File: src/rtl/port_irq_pkg.sv
package port_irq_pkg;

  // Which host access caused a clear in the current cycle
  typedef enum logic [1:0] {
    CLR_NONE  = 2'b00,
    CLR_READ  = 2'b01,
    CLR_WRITE = 2'b10,
    CLR_BOTH  = 2'b11
  } clr_src_e;

  function automatic clr_src_e clr_src_of(input logic rd, input logic wr);
    return clr_src_e'({wr, rd});
  endfunction

endpackage

File: src/rtl/port_irq_clr.sv
module port_irq_clr
  import port_irq_pkg::*;
(
  input  logic     sel_i,
  input  logic     rd_ack_i,
  input  logic     wr_ack_i,
  output logic     clear_o,
  output clr_src_e cause_o
);

  logic rd_hit;
  logic wr_hit;

  // only strobes of transfers addressed here count
  assign rd_hit  = sel_i & rd_ack_i;
  assign wr_hit  = sel_i & wr_ack_i;
  assign cause_o = clr_src_of(rd_hit, wr_hit);
  assign clear_o = (cause_o != CLR_NONE);

endmodule

File: src/rtl/port_irq_diff.sv
module port_irq_diff #(
  parameter int WIDTH = 16
) (
  input  logic [WIDTH-1:0] pins_i,
  input  logic [WIDTH-1:0] ref_i,
  output logic             diff_o
);

  logic [WIDTH-1:0] bit_diff;

  // per-bit edge detect against the reference image, both polarities
  for (genvar b = 0; b < WIDTH; b++) begin : g_bit
    assign bit_diff[b] = pins_i[b] ^ ref_i[b];
  end

  assign diff_o = |bit_diff;

endmodule

File: src/rtl/port_irq_snap.sv
module port_irq_snap #(
  parameter int WIDTH = 16
) (
  input  logic             clk_i,
  input  logic             rst_ni,
  input  logic [WIDTH-1:0] pins_i,
  input  logic             load_i,
  output logic [WIDTH-1:0] ref_o,
  output logic             primed_o
);

  always_ff @(posedge clk_i or negedge rst_ni) begin
    if (!rst_ni) begin
      ref_o    <= '0;
      primed_o <= 1'b0;
    end else if (!primed_o) begin
      ref_o    <= pins_i;
      primed_o <= 1'b1;
    end else if (load_i) begin
      ref_o    <= pins_i;
    end
  end

endmodule

File: src/rtl/port_change_irq.sv
module port_change_irq
  import port_irq_pkg::*;
#(
  parameter int WIDTH = 16
) (
  input  logic             clk_i,
  input  logic             rst_ni,
  input  logic [WIDTH-1:0] pins_i,
  input  logic             sel_i,
  input  logic             rd_ack_i,
  input  logic             wr_ack_i,
  output logic             irq_pull_o
);

  logic             clear;
  clr_src_e         cause;
  logic [WIDTH-1:0] snap;
  logic             primed;
  logic             mismatch;
  logic             irq_q;

  port_irq_clr u_clr (
    .sel_i    (sel_i),
    .rd_ack_i (rd_ack_i),
    .wr_ack_i (wr_ack_i),
    .clear_o  (clear),
    .cause_o  (cause)
  );

  port_irq_snap #(.WIDTH(WIDTH)) u_snap (
    .clk_i    (clk_i),
    .rst_ni   (rst_ni),
    .pins_i   (pins_i),
    .load_i   (clear),
    .ref_o    (snap),
    .primed_o (primed)
  );

  port_irq_diff #(.WIDTH(WIDTH)) u_diff (
    .pins_i (pins_i),
    .ref_i  (snap),
    .diff_o (mismatch)
  );

  always_ff @(posedge clk_i or negedge rst_ni) begin
    if (!rst_ni)               irq_q <= 1'b0;
    else if (!primed || clear) irq_q <= 1'b0;
    else                       irq_q <= mismatch;
  end

  assign irq_pull_o = irq_q;


  reset_release_chk: assert property (@(posedge clk_i) disable iff (!rst_ni)
    !primed |-> !irq_pull_o);


  change_pulls_chk: assert property (@(posedge clk_i) disable iff (!rst_ni)
    (primed && !clear && mismatch) |=> irq_pull_o);


  match_releases_chk: assert property (@(posedge clk_i) disable iff (!rst_ni)
    (primed && !mismatch) |=> !irq_pull_o);


  access_clears_chk: assert property (@(posedge clk_i) disable iff (!rst_ni)
    (cause != CLR_NONE) |=> !irq_pull_o);


  image_holds_chk: assert property (@(posedge clk_i) disable iff (!rst_ni)
    (primed && !clear) |=> $stable(snap));


  image_reload_chk: assert property (@(posedge clk_i) disable iff (!rst_ni)
    (primed && clear) |=> (snap == $past(pins_i)));

endmodule

File: config.mk
export PLATFORM = sky130hd
export DESIGN_NAME = port_change_irq
export DESIGN_NICKNAME = d
export VERILOG_FILES = /design/src/rtl/port_irq_pkg.sv /design/src/rtl/port_irq_clr.sv /design/src/rtl/port_irq_diff.sv /design/src/rtl/port_irq_snap.sv /design/src/rtl/port_change_irq.sv
export SDC_FILE = /design/constraint.sdc
export NUM_CORES = 1
export LEC_CHECK = 0
export CORE_MARGIN = 2
export CORE_UTILIZATION = 40
export CTS_BUF_LIST = sky130_fd_sc_hd__clkbuf_2
export CTS_CLUSTER_DIAMETER = 120
export DETAILED_ROUTE_END_ITERATION = 12
export DONT_BUFFER_PORTS = 1
export HOLD_SLACK_MARGIN = 0.1
export PLACE_DENSITY_LB_ADDON = 0.3
export REMOVE_ABC_BUFFERS = 1
export SETUP_SLACK_MARGIN = 0.3
export SYNTH_ARGS = -nofsm -noshare
export SYNTH_HDL_FRONTEND = slang
export SYNTH_SLANG_ARGS = --single-unit
File: constraint.sdc
create_clock -name clk_i -period 1.39 [get_ports clk_i]
set_input_delay 0.2085 -clock clk_i [delete_from_list [all_inputs] [get_ports clk_i]]
set_output_delay 0.2085 -clock clk_i [all_outputs]
set_load 0.05 [all_outputs]
==> results of run 1 <==
where the power goes:
group          total [mW]  switching, mW  internal (mW)  leakage, nW
sequential          0.616         0.0433          0.573        0.208
combinational       0.218         0.0718          0.146        0.244
clock               0.220          0.157         0.0625       0.0140
timing repair:
item                                    4_1_cts  5_1_grt
resized for setup                             2        1
endpoints found under the hold margin        34        0
setup buffers                                 0        1
pin swaps                                     3        1
cloned                                        0        2
hold buffers                                 17        0
endpoints found under the setup margin       11        7
metrics by stage:
step	setup WS (ps)	hold slack, ps
detailed placement	267	-86.6
global placement	277	-86.6
finish	250	163
CTS	262	137
global route	213	152
floorplan	347	-87.1
metal layers:
layer / up-vias / track usage / wire [um]
met5: - / 0 / 0
met4: 0 / 0.0676 / 9
met3: 2 / 0.0322 / 102
met2: 15 / 0.191 / 738
met1: 256 / 0.168 / 714
li1: 255 / - / -
how the worst max path moves through the flow:
stage                                      start                      endpoint  slack (ps)
floorplan              u_snap.primed_o$_DFF_PN0_  u_snap.ref_o[10]$_DFFE_PN0P_         350
global placement    u_snap.ref_o[13]$_DFFE_PN0P_          irq_pull_o$_DFF_PN0_         280
detailed placement     u_snap.primed_o$_DFF_PN0_  u_snap.ref_o[10]$_DFFE_PN0P_         270
CTS                  u_snap.ref_o[6]$_DFFE_PN0P_          irq_pull_o$_DFF_PN0_         260
global route         u_snap.ref_o[0]$_DFFE_PN0P_          irq_pull_o$_DFF_PN0_         210
finish               u_snap.ref_o[0]$_DFFE_PN0P_          irq_pull_o$_DFF_PN0_         250
tightest hold or removal path: cells and delay by family:
family / cells / cell delay [ps]
AND/OR/NAND/NOR: 3 / 180
XOR/XNOR: 1 / 40
flip-flops by register name, summed over array words and instances, names as in the netlist:
name             count
irq_pull_o           1
u_snap.ref_o        16
u_snap.primed_o      1
placed cells by master, fill, tap and decap left out:
cell,n
buf_4,1
clkbuf_2,3
clkinv_1,1
conb_1,1
dfrtp_1,16
dfrtp_2,2
dlygate4sd3_1,17
mux2_2,7
mux2_4,9
nand2_4,2
nand2_8,1
nand4_1,4
nor2_1,1
nor4_1,1
o21ai_2,1
xnor2_1,16
cells by family after synthesis:
group	count (synthesis)	synth area share
flip-flops	18	0.513
XOR/XNOR	16	0.160
multiplexers	16	0.244
AND/OR/NAND/NOR	7	0.0527
AO/OA/AOI/OAI	1	0.00997
buffers and inverters	1	0.0171
other	1	0.00427
layout make-up:
type                       count  area share
multi-input combinational     43       0.394
clock buffer                   3      0.0133
timing repair buffer          18       0.158
sequential                    18       0.402
clock inverter                 1     0.00333
tap                           27      0.0300
==> reports/results.txt, run 1 <==
Reg-to-Reg End = irq_pull_o$_DFF_PN0_
Slew HR = 0.461
cell depth of the worst setup path = 4
Leak = 0.466 nW
Post-synth EDFFs = 0
initial antenna violation count = 0
Setup crit start kind = flop
CTS tree = built
row cnt = 16
setup_tns = 0 ps
Setup-failing EPs final = 0
layout net count = 105
most frequent cell after synthesis = dfrtp_1
Die Ht = 50.9 um
first-pass GRT wire length = 2.39 mm
full die area = 0.00259 mm^2
Yosys top cell area share = 0.513
CORE AREA = 0.00202 mm^2
Reg2Reg Depth = 4
FF+latch count, synth = 18
peak supply drop = 0.000515 V
hold path cells = 4
Skew-Pair Late Insertion Delay = 290 ps
Final min period = 1140 ps
Crit Path Max Fanout = 2
Crit path max-delay family = simple AND/OR/NAND/NOR gates
H-tree levels = 1
post-DR wirelength/cell = 14.2 um
Max Freq = 877 MHz
Vias = 528
first drt pass iteration count = 3
Routed Antenna Nets = 0
Worst Skew = 9.62 ps
post-synthesis sequential area ratio = 0.513
yosys warns = 0
slowest CP cell = dfrtp_1
DR vias/cell = 4.80
chip width = 50.9 um
area taken by multi-input logic gates = 444 um^2
Final Non-Filler Cells = 110
antenna diode count = 0
ys async rst share = 1.00
period utilization = 0.820
worst path arrival time = 1350 ps
max incr delay on CP = 430 ps
total grt overflow = 0
Worst-Margin Slew = 805 ps
P&R area growth vs syn = 28.3%
Post-Syn Area per Cell = 14.6 um^2
Reg2Reg Setup Slack = 250 ps
Clock Sinks = 18
Hold Path Sink = irq_pull_o$_DFF_PN0_
HP Class = in -> reg
layout cells sized above 1 = 0.313
hold path startpoint = pins_i[14]
worst-path cell chain = xnor2_1 > nand4_1 > nor4_1 > nor2_1
post-route cell area = 0.00113 mm^2
top cells by area, synth = dfrtp_1 (51%), xnor2_1 (16%), mux2_4 (15%)
pin count of the biggest net entering global routing = 19
clock buffer depth = 2
Starting DRT DRC Count = 3
top cells by count, synth = dfrtp_1 (18), xnor2_1 (16), mux2_4 (9)
Detailed Route WL = 1.56 mm
CTS buffer count = 3
Cell Area, Synth = 878 um^2
main flop type after synthesis = dfrtp_1
clk root buf = clkbuf_2
Cell variety after synth = 11
DRC viols = 0
required time worst endpoint = 1600 ps
unrepaired setup endpoints after global routing = yes
Fillers = 182
status = finished, final reports clean
Reg clk slew, reported paths = 170 ps
DP Area = 897 um^2
r2r startpoint = u_snap.ref_o[0]$_DFFE_PN0P_
placed cells = 86
Initial Util = 0.434
Pwr Total = 1.05 mW
cell taking the most area after synthesis = dfrtp_1
worst path bufs/invs = 0
Pins Over Slew Limit = 0
Syn Inst Count = 60
Total Routing Usage GR = 0.127
Seq. cell area = 453 um^2
RePlAce Congestion = 0.656
Final Util = 0.558
vias in the first global route = 552
PwrDens = 934 mW/mm^2
Port-buffer cells = 0
Boundary Pins = 22
CP Class = reg -> reg
Hold Violations, Final = 0
CP Capture Type = flop
max_cap viols = 0
(Power assumes the default switching activity.)
==> inputs of run 2 (changes only) <==
- clock period: 1.39 -> 1 ns (I/O delays scaled with it)
==> reports/results.txt, run 2 (synthesized netlist as in run 1, its figures left out) <==
layout net count = 93 (-11%)
Worst-Margin Slew = 829 ps (+23.3 ps)
Reg-to-Reg End = irq_pull_o$_DFF_PN0_
Final min period = 1150 ps (+14.4 ps)
HP Class = in -> reg
period utilization = 1.15 (+0.334)
full die area = 0.00259 mm^2 (unchanged)
Biggest register = u_snap.ref_o
Reg2Reg Setup Slack = -150 ps (-400 ps)
most frequent cells in the layout = dfrtp_1 (18), xnor2_1 (16), mux2_4 (16)
clk root buf = clkbuf_2
P&R area growth vs syn = 21.2%
Crit Path Max Fanout = 2 (unchanged)
commonest non-fill, non-tap cell in the layout = dfrtp_1
Leak = 0.479 nW (+2.7%)
Total Routing Usage GR = 0.133 (+0.00628)
row cnt = 16 (unchanged)
Setup-failing EPs final = 17 (+17)
Final WS setup = -154 ps (-404 ps)
Routed Antenna Nets = 0 (unchanged)
CTS tree = built
Max Freq = 866 MHz (-1.2%)
Pins Over Slew Limit = 0 (unchanged)
peak supply drop = 0.000671 V (+30%)
post-route cell area = 0.00106 mm^2 (-5.5%)
Vias = 477 (-9.7%)
RePlAce Congestion = 0.710 (+8.3%)
Clock Sinks = 18 (unchanged)
PwrDens = 1380 mW/mm^2 (+48%)
Slew HR = 0.448 (-0.0137)
hold path startpoint = pins_i[15]
Hold Violations, Final = 21 (+21)
unrepaired setup endpoints after global routing = yes
antenna diode count = 0 (unchanged)
Pwr Total = 1.47 mW (+40%)
Skew-Pair Late Insertion Delay = 290 ps (about the same)
DRC viols = 0 (unchanged)
layout cells sized above 1 = 0.380 (+0.0670)
Die Ht = 50.9 um (unchanged)
Reg clk slew, reported paths = 170 ps (about the same)
total grt overflow = 0 (unchanged)
failing checks = hold timing, setup timing
CORE AREA = 0.00202 mm^2 (unchanged)
Worst Skew = 9.26 ps (-0.360 ps)
vias in the first global route = 526 (-4.7%)
max reg flops = 16 (unchanged)
clock buffer depth = 2 (unchanged)
post-DR wirelength/cell = 15.3 um (+7.4%)
Initial Util = 0.434 (unchanged)
CP Capture Type = flop
DP Area = 945 um^2 (+5.3%)
Setup crit start kind = flop
status = finished, violations left
DR vias/cell = 4.87 (+1.4%)
Worst Hold Slack = -15.7 ps (-178 ps)
setup_tns = -1280 ps (-1280 ps)
Port-buffer cells = 0 (unchanged)
Hold Path Sink = u_snap.ref_o[15]$_DFFE_PN0P_
H-tree levels = 1 (unchanged)
chip width = 50.9 um (unchanged)
Final Util = 0.527 (-0.0309)
Reg2Reg Depth = 4 (unchanged)
first drt pass iteration count = 3 (unchanged)
r2r startpoint = u_snap.ref_o[2]$_DFFE_PN0P_
CP Class = reg -> reg
hold path cells = 1 (-3)
Starting DRT DRC Count = 1 (-2)
initial antenna violation count = 0 (unchanged)
Boundary Pins = 22 (unchanged)
max_cap viols = 0 (unchanged)
worst path arrival time = 1360 ps (about the same)
pin count of the biggest net entering global routing = 19 (unchanged)
first-pass GRT wire length = 2.46 mm (+3.2%)
CTS buffer count = 3 (unchanged)
required time worst endpoint = 1210 ps (-390 ps)
Detailed Route WL = 1.50 mm (-4.3%)
-- run 2: cell types whose count changed in the layout (fill, tap and decap cells not counted), moves of 2 or more --
cell / before / now
buf_12: 0 / 2
mux2_2: 7 / 0
dlygate4sd3_1: 17 / 2
dfrtp_2: 2 / 0
dfrtp_1: 16 / 18
mux2_4: 9 / 16
-- run 2: stage by stage --
step / worst slack (ps) / std cells
4_1_cts: -147 / 94
2_1_floorplan: -42.5 / 59
3_3_place_gp: -118 / 89
6_report: -154 / 98
3_5_place_dp: -127 / 89
5_1_grt: -267 / 98
-- run 2: routing by layer --
layer / wire, um / share of wire / vias up / track usage
li1: - / - / 225 / -
met1: 655 / 0.44 / 237 / 0.162
met2: 711 / 0.47 / 15 / 0.202
met3: 131 / 0.088 / 0 / 0.0556
met4: 0 / 0 / 0 / 0.0676
met5: 0 / 0 / - / 0
-- run 2: worst max-delay path by stage --
stage                                       from                      endpoint  cells after the start
finish               u_snap.ref_o[2]$_DFFE_PN0P_          irq_pull_o$_DFF_PN0_                      4
global route         u_snap.ref_o[9]$_DFFE_PN0P_          irq_pull_o$_DFF_PN0_                      4
CTS                  u_snap.ref_o[0]$_DFFE_PN0P_          irq_pull_o$_DFF_PN0_                      4
detailed placement  u_snap.ref_o[13]$_DFFE_PN0P_          irq_pull_o$_DFF_PN0_                      4
global placement    u_snap.ref_o[13]$_DFFE_PN0P_          irq_pull_o$_DFF_PN0_                      4
floorplan              u_snap.primed_o$_DFF_PN0_  u_snap.ref_o[10]$_DFFE_PN0P_                      2
-- run 2: layout make-up --
type                       count  area (um^2)
sequential                    18          450
clock buffer                   3         15.0
clock inverter                 1         3.75
fill                         178          957
multi-input combinational     41          445
tap                           27         33.8
timing repair buffer           8          116
-- run 2: worst max-delay path, cell delays in order (launching register included) --
cell	delay [ps]
dfrtp_1	430
xnor2_1	160
nand4_1	140
nor4_2	290
nor2_1	60
-- run 2: repair_timing --
item,in CTS,in global routing
gates resized for setup,7,3
pin swaps,5,5
hold buffers,1,2
gates cloned,0,1
endpoints found under the hold margin,35,35
setup buffers,0,1
setup endpoints to repair,18,36
-- run 2: power breakdown --
group          internal (mW)  leakage [nW]  total, mW  switching [mW]
clock                 0.0870        0.0140      0.305           0.218
combinational          0.214         0.254      0.322           0.108
sequential             0.795         0.211      0.843          0.0480
